<file path="src/rtl/smb_stat_pkg.sv">
package smb_stat_pkg;
   localparam int NUM_EVT   = 4;
   localparam int IDX_BERR  = 0;
   localparam int IDX_NACK  = 1;
   localparam int IDX_STALL = 2;
   localparam int IDX_MATCH = 3;
   localparam int IDX_MAST  = 4;
   localparam int IDX_TX    = 5;
   localparam int NUM_BITS  = 6;

   typedef struct packed {
      logic start;
      logic stop;
      logic arb_lost;
      logic ack;
      logic nack;
      logic addr_ok;
      logic own_match;
      logic gcall;
      logic won;
   } smb_evt_t;

   typedef struct packed {
      logic master;
      logic tx;
   } smb_mode_t;
endpackage

</file>
<file path="src/rtl/smb_w1c_flag.sv">
module smb_w1c_flag (
   input  logic clk,
   input  logic rst_n,
   input  logic en,
   input  logic set_i,
   input  logic clr_i,
   output logic q_o
);
   always_ff @(posedge clk or negedge rst_n) begin
      if (!rst_n)       q_o <= 1'b0;
      else if (!en)     q_o <= 1'b0;
      else if (set_i)   q_o <= 1'b1;
      else if (clr_i)   q_o <= 1'b0;
   end
endmodule

</file>
<file path="src/rtl/smb_evt_decode.sv">
module smb_evt_decode
   import smb_stat_pkg::*;
#(
   parameter int SLOT_W    = 4,
   parameter int WIN_LO    = 2,
   parameter int WIN_HI    = 9,
   parameter bit HAS_STALL = 1'b1
) (
   input  smb_evt_t            evt,
   input  logic [SLOT_W-1:0]   bit_slot,
   input  logic                dir_tx,
   input  logic                stall_en,
   input  logic                master_q,
   output logic [NUM_EVT-1:0]  set_vec
);
   logic in_window;
   logic cond_seen;
   logic stall_set;

   assign in_window = (int'(bit_slot) >= WIN_LO) && (int'(bit_slot) <= WIN_HI);
   assign cond_seen = evt.start | evt.stop;

   generate
      if (HAS_STALL) begin : g_stall
         assign stall_set = stall_en & evt.addr_ok & master_q & dir_tx;
      end else begin : g_nostall
         logic unused_stall;
         assign unused_stall = stall_en ^ evt.addr_ok ^ master_q;
         assign stall_set    = 1'b0;
      end
   endgenerate

   always_comb begin
      set_vec            = '0;
      set_vec[IDX_BERR]  = (cond_seen & in_window) | evt.arb_lost;
      set_vec[IDX_NACK]  = evt.ack & evt.nack & dir_tx;
      set_vec[IDX_STALL] = stall_set;
      set_vec[IDX_MATCH] = evt.own_match | evt.gcall;
   end
endmodule

</file>
<file path="src/rtl/smb_mode_track.sv">
module smb_mode_track
   import smb_stat_pkg::*;
(
   input  logic      clk,
   input  logic      rst_n,
   input  logic      en,
   input  smb_evt_t  evt,
   input  logic      dir_tx,
   output smb_mode_t mode_q
);
   logic drop_master;
   assign drop_master = evt.stop | evt.arb_lost;

   always_ff @(posedge clk or negedge rst_n) begin
      if (!rst_n) begin
         mode_q <= '0;
      end else if (!en) begin
         mode_q <= '0;
      end else begin
         mode_q.tx <= dir_tx;
         if (drop_master)     mode_q.master <= 1'b0;
         else if (evt.won)    mode_q.master <= 1'b1;
      end
   end
endmodule

</file>
<file path="src/rtl/smb_stat_out.sv">
module smb_stat_out
   import smb_stat_pkg::*;
#(
   parameter int DATA_W = 8
) (
   input  logic               en,
   input  logic               irq_en,
   input  logic [NUM_EVT-1:0] flags_q,
   input  smb_mode_t          mode_q,
   output logic [DATA_W-1:0]  rd_data,
   output logic               irq,
   output logic               scl_hold
);
   logic [NUM_BITS-1:0] packed_bits;

   always_comb begin
      packed_bits                   = '0;
      packed_bits[NUM_EVT-1:0]      = flags_q;
      packed_bits[IDX_MAST]         = mode_q.master;
      packed_bits[IDX_TX]           = mode_q.tx;
   end

   generate
      for (genvar b = 0; b < DATA_W; b++) begin : g_rd
         if (b < NUM_BITS) begin : g_live
            assign rd_data[b] = en & packed_bits[b];
         end else begin : g_zero
            assign rd_data[b] = 1'b0;
         end
      end
   endgenerate

   assign irq      = en & irq_en & (flags_q[IDX_STALL] | flags_q[IDX_MATCH]);
   assign scl_hold = en & flags_q[IDX_STALL];
endmodule

</file>
<file path="src/rtl/smb_status_unit.sv">
module smb_status_unit
   import smb_stat_pkg::*;
#(
   parameter int DATA_W    = 8,
   parameter int SLOT_W    = 4,
   parameter int WIN_LO    = 2,
   parameter int WIN_HI    = 9,
   parameter bit HAS_STALL = 1'b1
) (
   input  logic               clk,
   input  logic               rst_n,
   input  logic               en,
   input  logic               stall_en,
   input  logic               irq_en,
   input  logic               ev_start,
   input  logic               ev_stop,
   input  logic [SLOT_W-1:0]  bit_slot,
   input  logic               ev_arb_lost,
   input  logic               ev_ack,
   input  logic               ack_nack,
   input  logic               ev_addr_ok,
   input  logic               ev_own_match,
   input  logic               ev_gcall,
   input  logic               ev_master_won,
   input  logic               dir_tx,
   input  logic               wr_en,
   input  logic [NUM_EVT-1:0] wr_data,
   output logic [DATA_W-1:0]  rd_data,
   output logic               irq,
   output logic               scl_hold
);
   localparam int SLOT_MAX = (1 << SLOT_W) - 1;

   generate
      if (DATA_W < NUM_BITS) begin : g_bad_width
         $error("DATA_W too small for the status layout");
      end
      if (WIN_LO > WIN_HI) begin : g_bad_window
         $error("bus-error window is empty");
      end
      if (WIN_HI > SLOT_MAX) begin : g_bad_slot
         $error("bus-error window exceeds slot range");
      end
   endgenerate

   smb_evt_t            evt;
   smb_mode_t           mode_q;
   logic [NUM_EVT-1:0]  set_vec;
   logic [NUM_EVT-1:0]  flags_q;

   always_comb begin
      evt.start     = ev_start;
      evt.stop      = ev_stop;
      evt.arb_lost  = ev_arb_lost;
      evt.ack       = ev_ack;
      evt.nack      = ack_nack;
      evt.addr_ok   = ev_addr_ok;
      evt.own_match = ev_own_match;
      evt.gcall     = ev_gcall;
      evt.won       = ev_master_won;
   end

   smb_evt_decode #(
      .SLOT_W(SLOT_W), .WIN_LO(WIN_LO), .WIN_HI(WIN_HI), .HAS_STALL(HAS_STALL)
   ) i_decode (
      .evt(evt), .bit_slot(bit_slot), .dir_tx(dir_tx), .stall_en(stall_en),
      .master_q(mode_q.master), .set_vec(set_vec)
   );

   generate
      for (genvar f = 0; f < NUM_EVT; f++) begin : g_flag
         smb_w1c_flag i_flag (
            .clk(clk), .rst_n(rst_n), .en(en),
            .set_i(set_vec[f]), .clr_i(wr_en & wr_data[f]), .q_o(flags_q[f])
         );
      end
   endgenerate

   smb_mode_track i_mode (
      .clk(clk), .rst_n(rst_n), .en(en), .evt(evt), .dir_tx(dir_tx), .mode_q(mode_q)
   );

   smb_stat_out #(.DATA_W(DATA_W)) i_out (
      .en(en), .irq_en(irq_en), .flags_q(flags_q), .mode_q(mode_q),
      .rd_data(rd_data), .irq(irq), .scl_hold(scl_hold)
   );
endmodule

</file>
<file path="config.mk">
export PLATFORM = sky130hd
export DESIGN_NAME = smb_status_unit
export DESIGN_NICKNAME = d
export VERILOG_FILES = /design/src/rtl/smb_stat_pkg.sv /design/src/rtl/smb_w1c_flag.sv /design/src/rtl/smb_evt_decode.sv /design/src/rtl/smb_mode_track.sv /design/src/rtl/smb_stat_out.sv /design/src/rtl/smb_status_unit.sv
export SDC_FILE = /design/constraint.sdc
export NUM_CORES = 1
export LEC_CHECK = 0
export BUFFER_PORTS_ARGS = -buffer_cell sky130_fd_sc_hd__buf_4
export CAP_MARGIN = 20
export CORE_AREA = 2 2 39 41
export CTS_BUF_LIST = sky130_fd_sc_hd__clkbuf_8
export CTS_CLUSTER_DIAMETER = 50
export CTS_CLUSTER_SIZE = 12
export DETAILED_ROUTE_END_ITERATION = 8
export DIE_AREA = 0 0 41 43
export SETUP_SLACK_MARGIN = 0.15
export SYNTH_ARGS = -nofsm -noshare
export SYNTH_HDL_FRONTEND = slang
export SYNTH_SLANG_ARGS = --single-unit
</file>
<file path="constraint.sdc">
create_clock -name clk -period 2.2 [get_ports clk]
set_input_delay 0.11 -clock clk [delete_from_list [all_inputs] [get_ports clk]]
set_output_delay 0.11 -clock clk [all_outputs]
set_load 0.005 [all_outputs]
</file>
Yosys cells after proc, flatten, opt, wreduce, memory -nomap -nowiden
Cells that the tools add are included.

word-level totals
  register bits after elaboration = 6
  output and inout port bits = 10
  bits of input ports = 24

operators by class
  magnitude comparators = 2
  reduce and logical (&&, ||, !) cells = 1
  equal/unequal tests = 5
  muxes and demuxes = 15
  bitwise operators = 23

operator list
  operator                                                           count
  bitwise AND 1 bit                                                  18
  inequality test 3 x 1 -> 1 bit, second input constant              5
  two-way mux 1 bit                                                  14
  OR 1 bit                                                           5
  greater-or-equal comparator 4 x 2 -> 1 bit, second input constant  1
  less-or-equal comparator 4 bit, second input constant              1
  two-way mux 2 bit                                                  1
  logical AND 1 bit                                                  1

Depth between registers and ports, before layout
  depth in word-level cells = 6
  mapped depth = 3

By module
A second synthesis with hierarchy kept.

second synthesis, totals
  cells, all modules = 40
  area, all modules = 421.7 µm²

modules (own cells, without submodules)
  module           area an instance (µm²)  instances  cells an instance  seq. area each (µm²)
  smb_w1c_flag     46.3                    4          3                  25.0
  smb_stat_out     81.3                    1          11                 0.0
  smb_mode_track   75.1                    1          5                  50.0
  smb_evt_decode   55.1                    1          8                  0.0
  smb_status_unit  25.0                    1          4                  0.0

Worst setup path before layout
OpenSTA, ideal clock, no wires.

  kind = reg2reg
  from = register g_flag[2].i_flag.q_o (netlist name)
  to = register g_flag[2].i_flag.q_o
  required time = 2080 ps
  arrival time = 845 ps
  cell stages (with the launch flop) = 4
  setup time = 120 ps
  path slack = 1235 ps
  path through = dfrtp_1 > and2_2 > a21boi_0 > a41o_1

RTL lines
  what                    line                text
  end signal: assignment  smb_w1c_flag.sv:10  if (!rst_n) q_o <= 1'b0;
  end signal: assignment  smb_w1c_flag.sv:11  else if (!en) q_o <= 1'b0;
  end signal: assignment  smb_w1c_flag.sv:12  else if (set_i) q_o <= 1'b1;
  end: declaration        smb_w1c_flag.sv:7   output logic q_o

Worst setup path in the final report
  from = register g_flag[2].i_flag.q_o
  to = output port irq

on the way
  longest elaborated chain between the ends = 2

ends and longest elaborated chain
  what               line                   text
  OR 1 bit           smb_stat_out.sv:33     assign irq = en & irq_en & (flags_q[IDX_STALL] | flags_q[IDX_MATCH]);
  bitwise AND 1 bit  smb_stat_out.sv:33
  end: declaration   smb_status_unit.sv:29  output logic irq,

Every way passes these cells.

==> run_results.csv <==
group,metric,value,unit
clock_network,post_cts_resized,0,
timing,post-route-period-util,0.5370,
power,leakagePower,0.3202,nW
floorplan,die_area,0.001763,sq mm
routing,first_iter_violations,3,
critical_path,worstPathMaxFanout,4,
clock_network,cts_tree,"built",
run_status,status,"finished clean",
global_route,grt_max_degree,12,
timing,hold_viol,0,
synth,synth_edf_count,0,
global_route,overflow,0,
synth,syn_inst,33,
synth,synth_ff_type,"dfrtp_1",
timing,setup_ws,1.019,ns
synth,ys_seq_area_frac,0.4444,
timing,finClkSkew,0.0002281,ns
layout,fillers,148,
synth,yosys-top-cells-area,"dfrtp_1, and2_1, a21boi_0",
routing,wirelength,833,um
placement,dpl_cell_area,553.0,sq um
job,max-cap-violations,0,
critical_path,crit_type,"reg -> out",
critical_path,r2r_slack,1.20,ns
layout,nets,90,
floorplan,core-area,0.001384,sq mm
global_route,grt_usage,0.1122,
critical_path,arrival,1.07,ns
global_route,grt_pass1_vias,333,
layout,postLayoutCoreUtil,0.4367,
synth,avgSynthCellArea,10.24,sq um
power,irDropWorstVdd,0.0002969,V
synth,async_flop_share,1.000,
synth,syn_area,337.8,sq um
critical_path,cp-end-kind,"primary output",
layout,final_cells,80,
critical_path,max_stage_delay,0.34,ns
timing,rsz0062_at_grt,"no",
synth,synth_top_area_frac,0.4444,
placement,gp_congestion,0.6291,
clock_network,clock-sinks,6,
layout,ff_latch_area,150.1,sq um
global_route,grt_pass1_wl,1304,um
placement,dp.cells,76,
synth,netlist_top_cells_count,"dfrtp_1, and2_1, a21boi_0, buf_4, o21ai_0",
floorplan,initial_core_util,0.2441,
critical_path,startpoint_type,"flip-flop",
floorplan,ioPinCount,34,
critical_path,critical_path.slowest_cell,"dfrtp_1",
floorplan,rows,14,
synth,yosysMostFrequentCell,"dfrtp_1",
critical_path,path_cells,"and2_2 > o21a_1 > buf_4",
layout,layout-drive-gt1-share,0.5469,
timing,fin_crit,1.181,ns
timing,setup_viol,0,
routing,dr_total_vias,345,
timing,tns,0,ns
global_route,antenna_found_initial,0,
routing,drt_first_pass_iters,4,
routing,drc,0,
timing,maxSlewViolCount,0,
clock_network,clk_pin_slew,0.04,ns
layout,multi_input_area,157.7,sq um
power,power_density,566.9,mW/mm^2
min_path,min_path_type,"in -> reg",
routing,ant_nets,0,
clock_network,post_cts_buffers,0,
layout,final_area,604.3,sq um
layout,area_growth,78.89,%
clock_network,root_buffer,"clkbuf_8",
placement,port_buffers,30,
routing,wl_per_cell,10.41,um
clock_network,htreeDepth,1,
synth,ys_ff_latch,6,
synth,synth_top_area_cell,"dfrtp_1",
clock_network,clock_path_buffers,2,
synth,yosys_warnings,0,
timing,max_freq,846.4,MHz
routing,viasPerCell,4.313,
placement,pre_cts_slack,1.200,ns
synth,synth.distinct_cells,17,
clock_network,cts_buffers,3,
layout,diodes,0,
floorplan,die_w,41,um
floorplan,die_y,43,um
clock_network,ctsHoldBuffers,1,
clock_network,worstSkewPairLatency,0.22,ns
critical_path,crit_required,2.09,ns
## state kept, by name, indices dropped and copies added, names as in the netlist
name               flops
g_flag.i_flag.q_o      4
i_mode.mode_q          2
## cell usage in the layout (no fill, tap or decap)
cell	synthesis	layout
and2_1	5	5
o21ai_0	3	3
and2_2	1	1
conb_1	1	2
nor2_1	2	2
a32o_1	1	1
nor4b_1	1	1
o21a_1	1	1
a21boi_0	3	3
o31a_1	1	1
clkbuf_8	0	3
xor2_1	1	1
a41o_1	1	1
buf_4	3	30
dlygate4sd3_1	0	1
and2_4	1	1
nand2_1	1	1
dfrtp_1	6	6
## per-stage QoR
stage / hold slack (ns) / power [mW]
floorplan: -0.1856 / 0.1409
global placement: -0.07562 / 0.1791
detailed placement: -0.07617 / 0.1795
CTS: 0.04615 / 0.3501
global route: 0.05748 / 0.3603
finish: 0.05393 / 0.3426
## logic make-up (layout without fill, tap and decap cells)
kind of cell | after synthesis | count (layout) | share of synthesized area
DFF | 6 | 6 | 0.4444
xor gates and xnor gates | 1 | 1 | 0.02593
other | 1 | 2 | 0.01110
buffers and inverters | 4 | 34 | 0.09999
AOI/OAI and AO/OA | 10 | 10 | 0.2185
and+or+nand+nor | 11 | 11 | 0.2000
## power breakdown
| part | switching (mW) | leakage, nW | internal, mW |
|---|---|---|---|
| clock | 0.0465 | 0.0216 | 0.117 |
| combinational | 0.0195 | 0.221 | 0.0408 |
| sequential | 0.00176 | 0.0781 | 0.117 |
| total | 0.0677 | 0.320 | 0.275 |
## final timing paths
check / start / endpoint / depth (start not counted)
min reg2reg: i_mode.mode_q[1] / g_flag[2].i_flag.q_o / 1
max: g_flag[2].i_flag.q_o / irq / 3
min: ev_stop / i_mode.mode_q[1] / 2
min in group asynchronous: rst_n / g_flag[0].i_flag.q_o / 2
max reg2reg: g_flag[2].i_flag.q_o / g_flag[2].i_flag.q_o / 3
max in group asynchronous: rst_n / i_mode.mode_q[0] / 2
## final cells by class
class | instances | area share
Clock buffer | 3 | 0.06832
Multi-Input combinational cell | 24 | 0.2609
Sequential cell | 6 | 0.2484
Tap cell | 16 | 0.03313
Timing Repair Buffer | 31 | 0.3892
## worst max-delay path, delay by kind of cell, from the launching register on
family                 cells  cell delay (ns)
AO/OA/AOI/OAI              1             0.18
buffers and inverters      1             0.13
flip-flops                 1             0.34
AND/OR/NAND/NOR            1             0.20
## metal layers
metal / GRT usage / vias up / routed length [um]
met1: 0.1283 / 152 / 336
met5: 0 / - / 0
li1: - / 172 / -
met3: 0.03141 / 0 / 95
met4: 0.08000 / 0 / 0
met2: 0.1688 / 21 / 401
Power figures use the tool's default switching activity.
